$ cat src/rtl/pirq_pkg.sv
package pirq_pkg;
   localparam int unsigned RATE_W  = 4;
   localparam int unsigned SHIFT_W = 4;
   localparam int unsigned FLAG_W  = 8;
   localparam int unsigned IRQ_BIT = 7;
   localparam int unsigned PER_BIT = 6;

   typedef logic [SHIFT_W-1:0] shift_t;

   // log2 of the period in ticks; codes 1 and 2 alias to 8 and 9
   function automatic shift_t rate_to_shift(input logic [RATE_W-1:0] code);
      logic [RATE_W:0] eff;
      eff = {1'b0, code};
      if (code == 4'd1 || code == 4'd2)
         eff = eff + 5'd7;
      return shift_t'(eff - 5'd1);
   endfunction
endpackage

$ cat src/rtl/pirq_rate_decode.sv
module pirq_rate_decode
   import pirq_pkg::*;
(
   input  logic [RATE_W-1:0] rate_code,
   input  logic              enable,
   output logic              active,
   output shift_t            shift
);
   assign active = enable && (rate_code != '0);
   assign shift  = rate_to_shift(rate_code);
endmodule

$ cat src/rtl/pirq_tick_cnt.sv
module pirq_tick_cnt #(
   parameter int unsigned CNT_W = 15
) (
   input  logic             clk,
   input  logic             rst_n,
   input  logic             tick,
   output logic [CNT_W-1:0] cnt_nxt
);
   logic [CNT_W-1:0] cnt_q;

   assign cnt_nxt = cnt_q + 1'b1;

   always_ff @(posedge clk or negedge rst_n) begin
      if (!rst_n)
         cnt_q <= '0;
      else if (tick)
         cnt_q <= cnt_nxt;
   end
endmodule

$ cat src/rtl/pirq_edge_detect.sv
module pirq_edge_detect
   import pirq_pkg::*;
#(
   parameter int unsigned CNT_W = 15
) (
   input  logic             tick,
   input  logic             active,
   input  shift_t           shift,
   input  logic [CNT_W-1:0] cnt_nxt,
   output logic             hit
);
   logic [CNT_W-1:0] mask;

   // thermometer mask of the low 'shift' bits
   for (genvar i = 0; i < CNT_W; i++) begin : g_mask
      assign mask[i] = (32'(shift) > i);
   end

   assign hit = tick && active && ((cnt_nxt & mask) == '0);
endmodule

$ cat src/rtl/pirq_flag_reg.sv
module pirq_flag_reg
   import pirq_pkg::*;
(
   input  logic              clk,
   input  logic              rst_n,
   input  logic              set_evt,
   input  logic              rd,
   output logic [FLAG_W-1:0] flags,
   output logic              irq
);
   logic [FLAG_W-1:0] set_mask;
   logic [FLAG_W-1:0] flags_d;

   always_comb begin
      set_mask          = '0;
      set_mask[IRQ_BIT] = set_evt;
      set_mask[PER_BIT] = set_evt;
      flags_d           = (rd ? '0 : flags) | set_mask;
   end

   always_ff @(posedge clk or negedge rst_n) begin
      if (!rst_n)
         flags <= '0;
      else
         flags <= flags_d;
   end

   assign irq = flags[IRQ_BIT];
endmodule

$ cat src/rtl/pirq_rate_gen.sv
module pirq_rate_gen
   import pirq_pkg::*;
#(
   parameter int unsigned CNT_W = 15
) (
   input  logic        clk,
   input  logic        rst_n,
   input  logic        tick_32k,
   input  logic [3:0]  rate_sel,
   input  logic        pie_en,
   input  logic        flag_rd,
   output logic [7:0]  flag_q,
   output logic        irq_o
);
   localparam int unsigned MAX_SHIFT = (1 << SHIFT_W) - 2;

   if (CNT_W < MAX_SHIFT + 1) begin : g_bad_width
      $error("CNT_W must cover the longest period");
   end

   logic             active;
   shift_t           shift;
   logic [CNT_W-1:0] cnt_nxt;
   logic             hit;

   pirq_rate_decode u_dec (
      .rate_code (rate_sel),
      .enable    (pie_en),
      .active    (active),
      .shift     (shift)
   );

   pirq_tick_cnt #(.CNT_W(CNT_W)) u_cnt (
      .clk     (clk),
      .rst_n   (rst_n),
      .tick    (tick_32k),
      .cnt_nxt (cnt_nxt)
   );

   pirq_edge_detect #(.CNT_W(CNT_W)) u_det (
      .tick    (tick_32k),
      .active  (active),
      .shift   (shift),
      .cnt_nxt (cnt_nxt),
      .hit     (hit)
   );

   pirq_flag_reg u_flg (
      .clk     (clk),
      .rst_n   (rst_n),
      .set_evt (hit),
      .rd      (flag_rd),
      .flags   (flag_q),
      .irq     (irq_o)
   );
endmodule

$ cat config.mk
export PLATFORM = sky130hd
export DESIGN_NAME = pirq_rate_gen
export DESIGN_NICKNAME = d
export VERILOG_FILES = /design/src/rtl/pirq_pkg.sv /design/src/rtl/pirq_rate_decode.sv /design/src/rtl/pirq_tick_cnt.sv /design/src/rtl/pirq_edge_detect.sv /design/src/rtl/pirq_flag_reg.sv /design/src/rtl/pirq_rate_gen.sv
export SDC_FILE = /design/constraint.sdc
export NUM_CORES = 1
export LEC_CHECK = 0
export BUFFER_PORTS_ARGS = -buffer_cell sky130_fd_sc_hd__buf_2
export CORE_UTILIZATION = 40
export CTS_CLUSTER_DIAMETER = 150
export CTS_CLUSTER_SIZE = 30
export DETAILED_ROUTE_END_ITERATION = 6
export GPL_ROUTABILITY_DRIVEN = 1
export SKIP_CTS_REPAIR_TIMING = 1
export SLEW_MARGIN = 20
export SYNTH_ARGS = -nofsm -noshare
export SYNTH_HDL_FRONTEND = slang
export SYNTH_HIERARCHICAL = 1
export SYNTH_SLANG_ARGS = --single-unit
$ cat constraint.sdc
create_clock -name clk -period 3.7 [get_ports clk]
set_input_delay 0.185 -clock clk [delete_from_list [all_inputs] [get_ports clk]]
set_output_delay 0.185 -clock clk [all_outputs]
set_load 0.005 [all_outputs]
## Yosys cells after proc, flatten, opt, wreduce, memory -nomap -nowiden

Cells that the tools add are included.

- Word-level logic and storage cells: 32
- Register bits after elaboration: 23
- Output and inout bits: 9

- Bitwise gates (word level): 2
- Equal/unequal tests: 2
- Order comparisons: 15
- Mux-type cells: 2
- Reductions and logical operators: 6
- Add/subtract/negate cells: 3

Operators with widths:

| kind | count |
|---|---|
| > comparator 4 bit (second input constant) | 7 |
| > comparator 4 x 3 -> 1 bit (second input constant) | 4 |
| adder 15 x 1 -> 15 bit (second input constant) | 1 |
| AND 15 bit | 1 |
| zero test 15 bit | 1 |
| > comparator 4 x 1 -> 1 bit (second input constant) | 2 |
| > comparator 4 x 2 -> 1 bit (second input constant) | 2 |
| two-way mux 8 bit | 1 |
| bitwise OR 8 bit | 1 |
| adder 4 x 3 -> 4 bit (second input constant) | 1 |
| equality test 4 x 1 -> 1 bit (second input constant) | 1 |
| equality test 4 x 2 -> 1 bit (second input constant) | 1 |
| two-way mux 4 bit | 1 |
| nonzero test 4 bit | 1 |
| subtractor 4 x 1 -> 4 bit (second input constant) | 1 |
| logical AND 1 bit | 3 |
| logical OR 1 bit | 1 |

## Depth between registers and ports, before layout

- Depth in word-level cells: 9
- Gate-level depth with buffers: 12

## Modules after synthesis

The synthesis kept the hierarchy.

By module, submodules not included:

| module | area an instance (um^2) | instances | cells an instance |
|---|---|---|---|
| pirq_tick_cnt | 914.6 | 1 | 91 |
| pirq_rate_decode | 193.9 | 1 | 24 |
| pirq_edge_detect | 162.7 | 1 | 24 |
| pirq_flag_reg | 125.1 | 1 | 13 |

## Worst setup path after synthesis

No wires, ideal clock.

- Kind: input-to-reg
- From: input port rate_sel[0]
- To: register u_flg.flags[7]
- Slack: 1.329 ns
- Arrival time: 2.308 ns
- Setup time: 0.064 ns
- Stages: 12
- Cells stage by stage: inv_1 -> ha_1 -> or2_1 -> nand2_1 -> mux2_1 -> ha_1 -> xnor2_1 -> o21a_1 -> o22a_1 -> a2111oi_2 -> and3_1 -> a21o_1

- Word-level cells in the longest chain between the ends: 9

Ends and longest elaborated chain:

| what | RTL line | source |
|---|---|---|
| start, declared | pirq_rate_gen.sv:9 | `input logic [3:0] rate_sel,` |
| branches (longest 2 deep; another with adder 4 x 3 -> 4 bit) | n/a |  |
| two-way mux 4 bit (*) | pirq_pkg.sv:14 | `if (code == 4'd1 \|\| code == 4'd2)` |
| subtractor 4 x 1 -> 4 bit (*) | pirq_pkg.sv:16 | `return shift_t'(eff - 5'd1);` |
| via shift[2] | pirq_rate_gen.sv:22 | `shift_t shift;` |
| > comparator 4 x 1 -> 1 bit (tied with other cells) | pirq_edge_detect.sv:16 | `assign mask[i] = (32'(shift) > i);` |
| AND 15 bit (*) | pirq_edge_detect.sv:19 | `assign hit = tick && active && ((cnt_nxt & mask) == '0);` |
| zero test 15 bit (*) | pirq_edge_detect.sv:19 |  |
| logical AND 1 bit (*) | pirq_edge_detect.sv:19 |  |
| via hit | pirq_rate_gen.sv:24 | `logic hit;` |
| bitwise OR 8 bit (*) | pirq_flag_reg.sv:18 | `flags_d = (rd ? '0 : flags) \| set_mask;` |
| via u_flg.flags_d[7] | pirq_flag_reg.sv:12 | `logic [FLAG_W-1:0] flags_d;` |
| end signal, assigned | pirq_flag_reg.sv:25 | `flags <= flags_d;` |
| end, declared | pirq_flag_reg.sv:8 | `output logic [FLAG_W-1:0] flags,` |

Mark *: on every way through the listed nets, which the timed path passes.
A chain may end at the register's enable or synchronous reset.

## Final worst setup path

- From: input port rate_sel[0]
- To: register u_flg.flags[6]

Same word-level chain as after synthesis.

==> metrics <==
Syn Area/Cell=about 9 sq um; worst r2r dst=u_flg/flags[6]; Die Span Y=~60 um; Cells on Worst Hold Path=3; Post-Route WL=2687 um; Psw=313.0 uW; fin crit share=66.41%; min-delay src=flag_rd; drt initial violations=39; GPL Wtd Cong=0.8651; final antenna-violating net count=0; number of H-tree levels=1; Netlist cell types=42; WL/cell=13.11 um; DRC Markers=0; antenna violations before repair=0; Clk network pwr share=13.9%; Critical Path Source=rate_sel[0]; Lkg Pwr=0.6969 nW; Cells after Synth=152; I/O Buffers=11; R2R depth=9; clock latency on the worst-skew pair=0.29 ns; Slew Viols, Final=0; Initial Utilization=between 40% and 50%; switching power share of the total=between 40% and 50%; worst hold path type=in2reg; RSZ-0062 raised after global routing=false; area of the mapped netlist=1396 sq um; Post-synth EDFFs=0; Max-Cap Viols=0; core area=~3300 sq um; GRT overflow=0; die width=61.09 um; Placed Cells=200; number of cells on the critical path=13; DPL Wire Length=slightly above 2000 um; CP max stage cell=mux2_1; Final Skew=roughly 0.0075 ns; Seq/Total Area, Yosys=30.47%; first-pass GRT wire length=around 4800 um; diode count=0; drt via density=5.302; Nets=175; Pwr Density=478.0 nW/um^2; maximum buffer depth of the clock tree=2; clock transition at the registers of the reported paths=0.09 ns; drt pass-1 iters=4; post-synthesis sequential element count=17; Worst Path Max Fanout=6; post-synthesis async set-or-reset flop share=100.0%; Worst R2R Start=u_cnt/cnt_q[0]; ys flop type=dfrtp_1; CP endpoint kind=flop; Num Clock Sinks=17; crit path DAT=2.65 ns; DR vias=around 1100; startpoint types=input pin; Final Hold Violating Endpoints=0; CTS Root Cell=clkbuf_4; vias in the first global route=between 1000 and 1500; Sequential Power Share=44.6%; smallest hold slack=0.1749 ns; crit path time final=2.457 ns; Crit path top cell by count=ha_1; gr usage total=17.23%; share of post-route cells with drive strength above 1=15.72%; WP buf/inv=2; P_int=394.0 uW; Fmax=roughly 400 MHz; I/O pin count=18; status=finished, final reports clean; # setup viols final=0; TNS Setup=0 ns; WP data required=just under 4 ns; Max VDD drop=350.1 uV; # rows=21; largest net degree at the start of global routing=18; CP peak stage delay=~0.33 ns; combinational share of power=between 40% and 50%; reg2reg setup slack=1.38 ns; CP endpoint=u_flg/flags[6]; type of the worst setup path=in2reg; area growth from synthesis to layout=5.914%; critical path, cell by cell=buf_2 -> inv_1 -> ha_1 -> or2_1 -> nand2_1 -> mux2_1 -> ha_1 -> xnor2_1 -> o21ai_0 -> a21oi_1 -> a2111oi_2 -> and3_1 -> a21o_1; Cell Count, Final, Fillers Out=205; cell family with most CP delay=simple AND/OR/NAND/NOR gates; CTS tree=yes; CTS Buf Count=3; die area=3731 sq um; YS warnings=6
[power groups by stage]
stage / Sequential [mW] / Clock (mW) / Combinational, mW
final: 0.315 / 0.0981 / 0.294
after CTS: 0.315 / 0.106 / 0.292
after floorplan: 0.261 / 0 / 0.291
after global routing: 0.323 / 0.112 / 0.321
after detailed placement: 0.318 / 0 / 0.290
after global placement: 0.317 / 0 / 0.280
[cell usage after synthesis, types with 2 or more instances]
library cell / instances / area (sq um)
and3_1: 3 / 18.77
inv_1: 8 / 30.03
a21oi_1: 3 / 15.01
nand2_1: 9 / 33.78
buf_2: 6 / 30.03
a21o_1: 2 / 15.01
xnor2_1: 15 / 131.4
o211ai_1: 4 / 30.03
dfrtp_1: 17 / 425.4
nand4_1: 8 / 50.05
o21a_1: 3 / 22.52
buf_4: 7 / 52.55
o21ai_0: 3 / 15.01
nand3_1: 6 / 30.03
xor2_1: 14 / 122.6
nor4_1: 5 / 31.28
ha_1: 6 / 75.07
nor3_1: 4 / 20.02
nor2_1: 6 / 22.52
[how the worst min path moves through the flow]
| stage | endpoint | slack, ns |
|---|---|---|
| after CTS | u_cnt/cnt_q[2] | -0.20 |
| after global placement | u_flg/flags[6] | 0.12 |
| after global routing | u_flg/flags[6] | 0.18 |
| after floorplan | u_cnt/cnt_q[0] | -0.11 |
| after detailed placement | u_flg/flags[6] | 0.14 |
| final | u_flg/flags[6] | 0.17 |
[state kept, by name, indices dropped and copies added (netlist names)]
| name | cells |
|---|---|
| u_cnt/cnt_q | 15 |
| u_flg/flags | 2 |
[area by class of cell]
| cell class | instances | area (sq um) |
|---|---|---|
| Clock buffer | 3 | 22.52 |
| Clock inverter | 1 | 5.005 |
| Fill cell | 342 | 1858 |
| Inverter | 8 | 30.03 |
| Multi-Input combinational cell | 118 | 873.3 |
| Sequential cell | 17 | 425.4 |
| Tap cell | 46 | 57.56 |
| Timing Repair Buffer | 12 | 65.06 |
[layout by cell type (no fill, tap or decap), types with 3 or more instances in the layout]
cell type / n
dfrtp_1: 17
clkbuf_4: 3
nand3_1: 6
and3_1: 3
ha_1: 6
o21a_1: 3
o211ai_1: 4
o21ai_0: 3
nor3_1: 4
a21oi_1: 3
xor2_1: 14
xnor2_1: 15
buf_2: 11
nand4_1: 8
nor4_1: 5
nor2_1: 6
conb_1: 6
nand2_1: 9
inv_1: 8
[per-stage QoR]
stage	setup slack (ns)	total power [mW]	util, %	cell area (sq um)
after floorplan	1.329	0.5523	-	1415
after global placement	1.082	0.5970	43.19	1441
after detailed placement	0.9343	0.6078	43.19	1441
after CTS	1.254	0.7136	44.02	1469
after global routing	1.079	0.7561	44.32	1479
final	1.243	0.7069	44.32	1479
[per-layer routing]
layer,part of all wire (%),GRT usage [%],routed length [um],vias to the layer above
met5,0,0,0,-
met4,1.6,5.844,44,0
met3,4.5,3.782,122,4
met2,48,28.11,1286,27
met1,46,22.61,1234,515
li1,-,-,-,541
[tightest hold or removal path: cells and delay by family]
kind            cells  cell delay [ns]
buf+inv             2             0.15
compound gates      1             0.10
[cell families (layout without fill, tap and decap cells)]
family	count (synthesis)	count (layout)	share of synthesized area (%)
fa+ha+maj	6	6	5.376
flops	17	17	30.47
mux	2	2	1.613
xor+xnor	29	29	18.19
compound gates	21	21	11.11
simple gates	54	54	24.64
other cells	1	6	0.2686
buf+inv	22	24	8.333
Power figures use the tool's default switching activity.
